### config.mk
export PLATFORM = sky130hd
export DESIGN_NAME = strobe_char_retimer
export DESIGN_NICKNAME = d
export VERILOG_FILES = /design/src/rtl/retimer_pkg.sv /design/src/rtl/retimer_sync.sv /design/src/rtl/retimer_baud_tick.sv /design/src/rtl/retimer_capture.sv /design/src/rtl/retimer_readout.sv /design/src/rtl/strobe_char_retimer.sv
export SDC_FILE = /design/constraint.sdc
export NUM_CORES = 1
export LEC_CHECK = 0
export ABC_CLOCK_PERIOD_IN_PS = 1900
export BUFFER_PORTS_ARGS = -buffer_cell sky130_fd_sc_hd__buf_2
export CELL_PAD_IN_SITES_DETAIL_PLACEMENT = 0
export CELL_PAD_IN_SITES_GLOBAL_PLACEMENT = 1
export CORE_MARGIN = 5
export CORE_UTILIZATION = 44
export CTS_CLUSTER_SIZE = 10
export DETAILED_ROUTE_END_ITERATION = 12
export GPL_TIMING_DRIVEN = 0
export PLACE_DENSITY = 0.7
export SYNTH_ARGS = -nofsm -noshare
export SYNTH_HDL_FRONTEND = slang
export SYNTH_HIERARCHICAL = 1
export SYNTH_SLANG_ARGS = --single-unit
### constraint.sdc
create_clock -name clk -period 1.9 [get_ports clk]
set_input_delay 0.38 -clock clk [delete_from_list [all_inputs] [get_ports clk]]
set_output_delay 0.38 -clock clk [all_outputs]
set_load 0.01 [all_outputs]
### src/rtl/retimer_pkg.sv
package retimer_pkg;

    localparam int CHAR_BITS = 8;
    localparam int IDX_W     = $clog2(CHAR_BITS);

    typedef enum logic [1:0] {
        CAP_IDLE  = 2'd0,
        CAP_START = 2'd1,
        CAP_DATA  = 2'd2
    } cap_state_e;

    typedef struct packed {
        logic                 busy;
        logic                 irq;
        logic [IDX_W-1:0]     idx;
        logic [CHAR_BITS-1:0] bits;
    } rd_state_t;

    function automatic logic is_fall(input logic prev, input logic cur);
        return prev & ~cur;
    endfunction

    function automatic logic is_rise(input logic prev, input logic cur);
        return ~prev & cur;
    endfunction

endpackage

### src/rtl/retimer_sync.sv
module retimer_sync #(
    parameter int               WIDTH   = 2,
    parameter int               STAGES  = 2,
    parameter logic [WIDTH-1:0] RST_VAL = '1
) (
    input  logic             clk,
    input  logic             rst,
    input  logic [WIDTH-1:0] d,
    output logic [WIDTH-1:0] q
);
    logic [WIDTH-1:0] stg [STAGES];

    always_ff @(posedge clk) begin
        if (rst) stg[0] <= RST_VAL;
        else     stg[0] <= d;
    end

    for (genvar g = 1; g < STAGES; g++) begin : g_stage
        always_ff @(posedge clk) begin
            if (rst) stg[g] <= RST_VAL;
            else     stg[g] <= stg[g-1];
        end
    end

    assign q = stg[STAGES-1];
endmodule

### src/rtl/retimer_baud_tick.sv
module retimer_baud_tick #(
    parameter int DIV = 186
) (
    input  logic clk,
    input  logic rst,
    input  logic clr,
    output logic tick
);
    localparam int CW = (DIV > 2) ? $clog2(DIV) : 1;

    logic [CW-1:0] cnt;

    always_ff @(posedge clk) begin
        if (rst || clr) begin
            cnt  <= '0;
            tick <= 1'b0;
        end else if (cnt == CW'(DIV - 1)) begin
            cnt  <= '0;
            tick <= 1'b1;
        end else begin
            cnt  <= cnt + 1'b1;
            tick <= 1'b0;
        end
    end
endmodule

### src/rtl/retimer_capture.sv
module retimer_capture
    import retimer_pkg::*;
#(
    parameter int CLK_DIV = 186,
    parameter int OVS     = 16
) (
    input  logic                 clk,
    input  logic                 rst,
    input  logic                 en,
    input  logic                 rx_s,
    output logic                 done,
    output logic [CHAR_BITS-1:0] data
);
    localparam int TW   = $clog2(OVS);
    localparam int BW   = $clog2(CHAR_BITS);
    localparam int HALF = OVS / 2;

    cap_state_e           state;
    logic [TW-1:0]        tick_cnt;
    logic [BW-1:0]        bit_cnt;
    logic [CHAR_BITS-1:0] shreg;
    logic                 rx_prev;
    logic                 tick;
    logic                 start_det;

    assign start_det = en && (state == CAP_IDLE) && is_fall(rx_prev, rx_s);

    retimer_baud_tick #(.DIV(CLK_DIV)) tick_i (
        .clk  (clk),
        .rst  (rst),
        .clr  (start_det),
        .tick (tick)
    );

    always_ff @(posedge clk) begin
        if (rst) begin
            state    <= CAP_IDLE;
            tick_cnt <= '0;
            bit_cnt  <= '0;
            shreg    <= '0;
            rx_prev  <= 1'b1;
            done     <= 1'b0;
        end else if (!en) begin
            state    <= CAP_IDLE;
            tick_cnt <= '0;
            bit_cnt  <= '0;
            rx_prev  <= rx_s;
            done     <= 1'b0;
        end else begin
            done    <= 1'b0;
            rx_prev <= rx_s;
            case (state)
                CAP_IDLE: begin
                    if (start_det) begin
                        state    <= CAP_START;
                        tick_cnt <= '0;
                    end
                end
                CAP_START: begin
                    if (tick) begin
                        if (tick_cnt == TW'(HALF - 1)) begin
                            tick_cnt <= '0;
                            bit_cnt  <= '0;
                            state    <= rx_s ? CAP_IDLE : CAP_DATA;
                        end else begin
                            tick_cnt <= tick_cnt + 1'b1;
                        end
                    end
                end
                CAP_DATA: begin
                    if (tick) begin
                        if (tick_cnt == TW'(OVS - 1)) begin
                            tick_cnt <= '0;
                            shreg    <= {rx_s, shreg[CHAR_BITS-1:1]};
                            bit_cnt  <= bit_cnt + 1'b1;
                            if (bit_cnt == BW'(CHAR_BITS - 1)) begin
                                done  <= 1'b1;
                                state <= CAP_IDLE;
                            end
                        end else begin
                            tick_cnt <= tick_cnt + 1'b1;
                        end
                    end
                end
                default: state <= CAP_IDLE;
            endcase
        end
    end

    assign data = shreg;
endmodule

### src/rtl/retimer_readout.sv
module retimer_readout
    import retimer_pkg::*;
(
    input  logic                 clk,
    input  logic                 rst,
    input  logic                 en,
    input  logic                 strobe_s,
    input  logic                 raw_s,
    input  logic                 cap_done,
    input  logic [CHAR_BITS-1:0] cap_data,
    output logic                 irq_n,
    output logic                 ser_out,
    output logic                 busy
);
    rd_state_t st, nxt;
    logic      strobe_prev;
    logic      rise, fall;

    assign rise = is_rise(strobe_prev, strobe_s);
    assign fall = is_fall(strobe_prev, strobe_s);

    always_comb begin
        nxt = st;
        if (!st.busy) begin
            if (cap_done && !strobe_s) begin
                nxt.busy = 1'b1;
                nxt.irq  = 1'b1;
                nxt.idx  = '0;
                nxt.bits = cap_data;
            end
        end else begin
            if (rise) nxt.irq = 1'b0;
            if (fall) begin
                if (st.idx == IDX_W'(CHAR_BITS - 1)) begin
                    nxt.busy = 1'b0;
                end else begin
                    nxt.idx  = st.idx + 1'b1;
                    nxt.bits = {1'b0, st.bits[CHAR_BITS-1:1]};
                end
            end
        end
    end

    always_ff @(posedge clk) begin
        if (rst || !en) st <= '0;
        else            st <= nxt;
    end

    always_ff @(posedge clk) begin
        if (rst) strobe_prev <= 1'b1;
        else     strobe_prev <= strobe_s;
    end

    assign irq_n   = ~st.irq;
    assign busy    = st.busy;
    assign ser_out = st.busy ? st.bits[0] : raw_s;
endmodule

### src/rtl/strobe_char_retimer.sv
module strobe_char_retimer
    import retimer_pkg::*;
#(
    parameter int CLK_DIV     = 186,
    parameter int OVS         = 16,
    parameter int SYNC_STAGES = 2
) (
    input  logic clk,
    input  logic rst,
    input  logic fsk_en,
    input  logic rx_raw,
    input  logic strobe_in,
    output logic irq_n,
    output logic ser_out
);
    logic [1:0]           sync_q;
    logic                 strobe_s;
    logic                 raw_s;
    logic                 cap_done;
    logic [CHAR_BITS-1:0] cap_data;
    logic                 rd_busy;

    retimer_sync #(.WIDTH(2), .STAGES(SYNC_STAGES), .RST_VAL(2'b11)) sync_i (
        .clk (clk),
        .rst (rst),
        .d   ({strobe_in, rx_raw}),
        .q   (sync_q)
    );

    assign strobe_s = sync_q[1];
    assign raw_s    = sync_q[0];

    retimer_capture #(.CLK_DIV(CLK_DIV), .OVS(OVS)) cap_i (
        .clk  (clk),
        .rst  (rst),
        .en   (fsk_en),
        .rx_s (raw_s),
        .done (cap_done),
        .data (cap_data)
    );

    retimer_readout rd_i (
        .clk      (clk),
        .rst      (rst),
        .en       (fsk_en),
        .strobe_s (strobe_s),
        .raw_s    (raw_s),
        .cap_done (cap_done),
        .cap_data (cap_data),
        .irq_n    (irq_n),
        .ser_out  (ser_out),
        .busy     (rd_busy)
    );
endmodule

======== Word-level counts from Yosys, hierarchy flattened ========
Memory sizes are Yosys's and may differ from the RTL's.
Cells that the tools add are included.
word-level totals
  bits in registers ....................... 42
  RAM bits ................................ 4
  input port bits ......................... 5
  output and inout bits ................... 2
  word-level logic and storage cells ...... 101
  memories ................................ 1
cells by class
  add/sub/neg operators ................... 4
  equality and inequality tests ........... 16
  multiplexer cells ....................... 34
  bitwise logic cells ..................... 13
  reductions and logical operators ........ 20
memory list
  memory      depth  bits a word  read ports  clocked after Yosys merged registers in  write ports  RTL line            text
  sync_i.stg  2      2            2           0                                        2            retimer_sync.sv:11  logic [WIDTH-1:0] stg [STAGES];
operator list
  kind                 count
  $mux 13              2
  $mux 11              2
  $mux 4               5
  $mux 2               9
  $mux 3               4
  $ne 2x2->1 const B   6
  $pmux 4 s3           1
  $mux 1               9
  $add 8x1->8 const B  1
  $eq 8x8->1 const B   1
  $not 1->1            8
  $reduce_and 4->1     2
  $add 3x1->3 const B  2
  $eq 3x3->1 const B   2
  $ne 2x1->1 const B   3
  $pmux 2 s3           1
  $pmux 3 s2           1
  $reduce_and 6->1     1
  $reduce_and 5->1     1
  $reduce_or 5->1      1
  $add 4x1->4 const B  1
  $eq 4x3->1 const B   1
  $eq 4x4->1 const B   1
  $reduce_bool 2->1    2
  other kinds (12)     20

======== Logic depth before layout (Yosys ltp) ========
  word-level depth ........................ 5
  mapped depth ............................ 7
  mapped depth without buffers ............ 7

======== Cells and area by module ========
The synthesis kept the hierarchy.
by module, submodules not included
  module             instances  cells an instance  area each (um^2)  sequential area each (um^2)
  retimer_capture    1          108                1021.0            380.4
  retimer_readout    1          67                 704.4             280.3
  retimer_baud_tick  1          42                 382.9             180.2
  retimer_sync       1          8                  105.1             80.1

======== Worst setup path after synthesis ========
Ideal clock, no wire load.
  path type ............................... reg-to-reg
  start point ............................. reg cap_i.state[0]
  end point ............................... reg cap_i.tick_i.cnt[7]
  setup time .............................. 0.069 ns
  data arrival time ....................... 1.611 ns
  data required time ...................... 1.831 ns
  slack ................................... 0.220 ns
  cell stages (with the launch flop) ...... 8
  cells stage by stage .................... dfxtp_1 > inv_1 > ha_1 > inv_1 > nor2_1 > or2_4 > or4_1 > o21ai_1
on the way
  word-level cells in the longest chain between the ends .. 5
RTL lines
  element                           RTL line                 text
  start, declared                   retimer_capture.sv:18    cap_state_e state;
  start signal, assigned            retimer_capture.sv:64    state <= rx_s ? CAP_IDLE : CAP_DATA;
  $logic_not 2->1                   retimer_capture.sv:26    assign start_det = en && (state == CAP_IDLE) && is_fall(rx_prev, rx_s);
  $logic_and 1x1->1 (2 in a row)    retimer_capture.sv:26
  net cap_i.start_det               retimer_capture.sv:24    logic start_det;
  $logic_or 1x1->1                  retimer_baud_tick.sv:14  if (rst || clr) begin
  $reduce_or 2->1 (no source line)  n/a
  end signal, assigned              retimer_baud_tick.sv:21  cnt <= cnt + 1'b1;
  end, declared                     retimer_baud_tick.sv:11  logic [CW-1:0] cnt;
The timed path passes the listed nets, and every way through them passes these cells.
A chain may end at the register's enable or synchronous reset.

======== Worst setup path in the final report ========
  start point ............................. reg cap_i.state[1]
  end point ............................... reg cap_i.tick_cnt[2]
on the way
  word-level cells in the longest chain between the ends .. 5
  elaborated cells on any way between the ends .. 11
  classes of those cells .................. 5 x eq/ne; 1 x mux; 5 x reduce/logical
RTL lines
  element                            RTL line                                      text
  $logic_not 2->1                    retimer_capture.sv:26, retimer_capture.sv:52
  $logic_and 1x1->1 (2 in a row)     retimer_capture.sv:26
  $ne 2x2->1 (no source line)        n/a
  $reduce_and 4->1 (no source line)  n/a
  end signal, assigned               retimer_capture.sv:66                         tick_cnt <= tick_cnt + 1'b1;
  end signal, assigned               retimer_capture.sv:81                         tick_cnt <= tick_cnt + 1'b1;
  end, declared                      retimer_capture.sv:19                         logic [TW-1:0] tick_cnt;
Several ways; a longest one is shown, not always the timed one.

==> flow_summary.toml <==
[outcome]
status = "finished, final reports clean"

[sta]
tns_ns = 0
finalCritPeriodShare_pct = 93.0
fmax_mhz = 566
fin_skew_ns = 0.00407
whs_ns = 0.261
min_period_ns = 1.77
rsz0062_at_grt = "no"
tightestPinTransition_ns = 0.544
slew_headroom_pct = 63.6
worst_slack_ns = 0.134
finalSetupViolCount = 0
hold_violations = 0
slew_violations = 0

[clock_tree]
cts_tree = "built"
clk_pin_slew_ns = 0.08
cts_setup_buffers = 0
htreeDepth = 2
cts_sinks = 46
cts_buffers = 5
cts_max_path_buffers = 2
root_buffer = "clkbuf_8"
clk_latency_ns = 0.29

[drt]
drc = 0
dr.pass1.iters = 4
routedWlPerCell_um = 13.0
vias = 1607
antenna_left = 0
wl_mm = 3.99
first_iter_violations = 50
via_per_inst = 5.25

[floorplan]
die_height_um = 80.9
core_sq_um = 4820
start_util_pct = 45.9
pin_count = 7
row_count = 25
dieArea_sq_um = 6550
die_w_um = 80.9

[finish]
design_area_sq_um = 2440
area_growth_pct = 10.1
antennaDiodeCount = 0
n_fill_cell = 474
nets = 255
drive_gt1_share_pct = 23.0
layout.cells.non_filler = 306
post-route-util_pct = 50.6

[setup_path]
cpMaxStageDelayCell = "dfxtp_1"
critical_path_class = "flop to flop"
crit_chain = "inv_1 > ha_1 > or2_4 > a221o_1 > o21ai_1 > a21oi_1"
worst_r2r_endpoint = "cap_i/tick_cnt[2]"
critPathBufInv = 1
r2r_cells = 6
required_ns = 2.09
ff2ff_setup_slack_ns = 0.13
cp_top_family = "compound AO/OA/AOI/OAI gates"
startpoint_type = "flop"
rr_startpoint = "cap_i/state[1]"
endpoint_kind = "flop"
arrival_ns = 1.95
cp_max_fo = 6
cp_slowest_stage_delay_ns = 0.38

[yosys]
synth_top_family_by_area = "simple AND/OR/NAND/NOR gates"
synth_cell_type_count = 50
ys_seq_elements = 46
syn_area_sq_um = 2210
synthFlopType = "dfxtp_1"
syn_nets = 242
synth_simple_gate_area_share_pct = 25.9
synth_fa_ha_area_share_pct = 6.78
synth-xor-area-share_pct = 0.791
ys_seq_area_share_pct = 41.6
async_flop_share_pct = 0
synth_mux_area_share_pct = 5.14
synth-edff-count = 0
synth_compound_area_share_pct = 16.2
postSynthAreaPerCell_sq_um = 9.84
yosysWarnings = 6
syn_inst = 225

[place]
io_buffers = 6
place.gp.congestion = 0.810
placed_cells = 298
dp_hpwl_mm = 2.98
dpl_cell_area_sq_um = 2330
dp_slack_ns = 0.0678

[power_and_ir_drop]
p_comb_share_pct = 3.7
p_per_area_nw_per_um2 = 721
swShare_pct = 20.6
clkPwrFrac_pct = 40.2
finalPower_mw = 1.76
ir_worst_vdd_mv = 0.323
p_switching_mw = 0.363
p_seq_share_pct = 56.1
p_int_mw = 1.40
p_leak_nw = 0.798

[grt]
grt_util_all_layers_pct = 13.8
grt_max_degree = 14
grt_pass1_vias = 1637
gr-total-overflow = 0
grt_first_pass_wirelength_mm = 7.22
antenna_found_initial = 0

[min_path]
hold_start = "rx_raw"
min_to = "sync_i/stg[0][0]"
min_path_type = "input port to flop"
hold_depth = 2

[run]
drv_cap = 0
## worst max-delay path by stage
stage	startpoint	endpoint	slack [ns]	depth (start not counted)
after global placement	cap_i/state[0]	cap_i/tick_i/cnt[7]	0.12	7
after CTS	cap_i/state[0]	cap_i/tick_i/cnt[7]	0.03	7
after detailed placement	cap_i/state[0]	cap_i/tick_i/cnt[7]	0.07	7
final	cap_i/state[1]	cap_i/tick_cnt[2]	0.13	6
after global routing	cap_i/state[1]	cap_i/tick_cnt[1]	0.04	6
after floorplan	cap_i/state[0]	cap_i/tick_i/cnt[7]	0.22	7
## layout make-up
| class | count | area [sq um] | area share (%) |
|---|---|---|---|
| Buffer | 7 | 53.8 | 2.21 |
| Clock buffer | 7 | 76.3 | 3.13 |
| Timing Repair Buffer | 6 | 30.0 | 1.23 |
| Multi-Input combinational cell | 165 | 1210 | 49.8 |
| Sequential cell | 46 | 922 | 37.8 |
| Tap cell | 67 | 83.8 | 3.44 |
| Inverter | 7 | 26.3 | 1.08 |
| Clock inverter | 1 | 30.0 | 1.23 |
## worst reg2reg max path, delay by kind of cell, from the launching register on
family	cells	cell delay (ns)
AND/OR/NAND/NOR	1	0.32
AO/OA/AOI/OAI	3	0.58
flip-flops	1	0.38
adder cells (fa/ha/maj)	1	0.29
buffers and inverters	1	0.10
## timing repair
action	4_1_cts	5_1_grt
hold buffers	0	0
setup endpoints to repair	0	2
resized for setup	0	2
## flip-flops by register name (all words and copies together) (netlist names)
name / count
cap_i/done: 1
sync_i/stg: 4
cap_i/tick_cnt: 4
cap_i/state: 2
cap_i/rx_prev: 1
cap_i/data: 8
rd_i/busy: 1
cap_i/tick_i/cnt: 8
rd_i/st: 12
cap_i/bit_cnt: 3
cap_i/tick_i/tick: 1
rd_i/strobe_prev: 1
## placed cells by master, fill, tap and decap left out, types with 2 or more instances in the layout
master and instances:
nor3b_1 2, buf_4 3, or2_1 4, or2_2 2
mux2i_1 8, nand3b_1 3, or2_4 2, nand3_1 6
a21oi_1 15, buf_2 7, nand3_2 10, nand4_1 7
buf_6 2, ha_1 11, a22oi_1 7, dfxtp_1 45
inv_1 7, a31oi_1 2, a21oi_2 11, nor2_1 18
o21ai_1 4, o21ai_0 5, clkbuf_8 5, nand4bb_1 2
nand2_1 17, nor2b_1 2, clkbuf_1 3, o31ai_1 2
nand2b_1 2
## cell families (layout without fill, tap and decap cells)
kind of cell	Yosys count	after routing
multiplexers	10	10
flip-flops	46	46
buffers and inverters	14	28
AO/OA/AOI/OAI	51	51
adder cells (fa/ha/maj)	12	12
AND/OR/NAND/NOR	90	90
XOR/XNOR	2	2
## synthesized netlist by cell type, types with 2 or more instances
| master | instances | area share (%) |
|---|---|---|
| nor2b_1 | 2 | 0.57 |
| nand4_1 | 7 | 2.0 |
| nand3_1 | 6 | 1.4 |
| a21oi_1 | 15 | 3.4 |
| nand4bb_1 | 2 | 1.0 |
| nand3_2 | 10 | 4.5 |
| nor3b_1 | 2 | 0.68 |
| a22oi_1 | 7 | 2.4 |
| or2_1 | 4 | 1.1 |
| inv_1 | 7 | 1.2 |
| or2_2 | 2 | 0.57 |
| dfxtp_1 | 46 | 42 |
| buf_6 | 2 | 1.0 |
| a21oi_2 | 11 | 4.4 |
| a31oi_1 | 2 | 0.57 |
| buf_4 | 3 | 1.0 |
| or2_4 | 2 | 0.79 |
| o31ai_1 | 2 | 0.68 |
| o21ai_0 | 5 | 1.1 |
| ha_1 | 12 | 6.8 |
| nor2_1 | 18 | 3.1 |
| o21ai_1 | 4 | 0.90 |
| nand2_1 | 17 | 2.9 |
| nand3b_1 | 3 | 1.0 |
| nand2b_1 | 2 | 0.57 |
| mux2i_1 | 8 | 3.6 |
## metal layers
metal	track usage (%)	wire, um	part of all wire, %	vias up
met3	3.44	98	2.5	5
met1	16.4	1830	46	752
li1	-	-	-	829
met5	0	0	0	-
met2	24.4	2010	50	21
met4	4.39	47	1.2	0
## power by group through the flow
stage                     clock, mW  sequential, mW  combinational [mW]
after CTS                     0.727           0.986              0.0661
final                         0.707           0.986              0.0652
after detailed placement          0            1.01              0.0659
after floorplan                   0            1.01              0.0478
after global routing          0.773           0.989              0.0747
after global placement            0            1.01              0.0643
(Power assumes the default switching activity.)
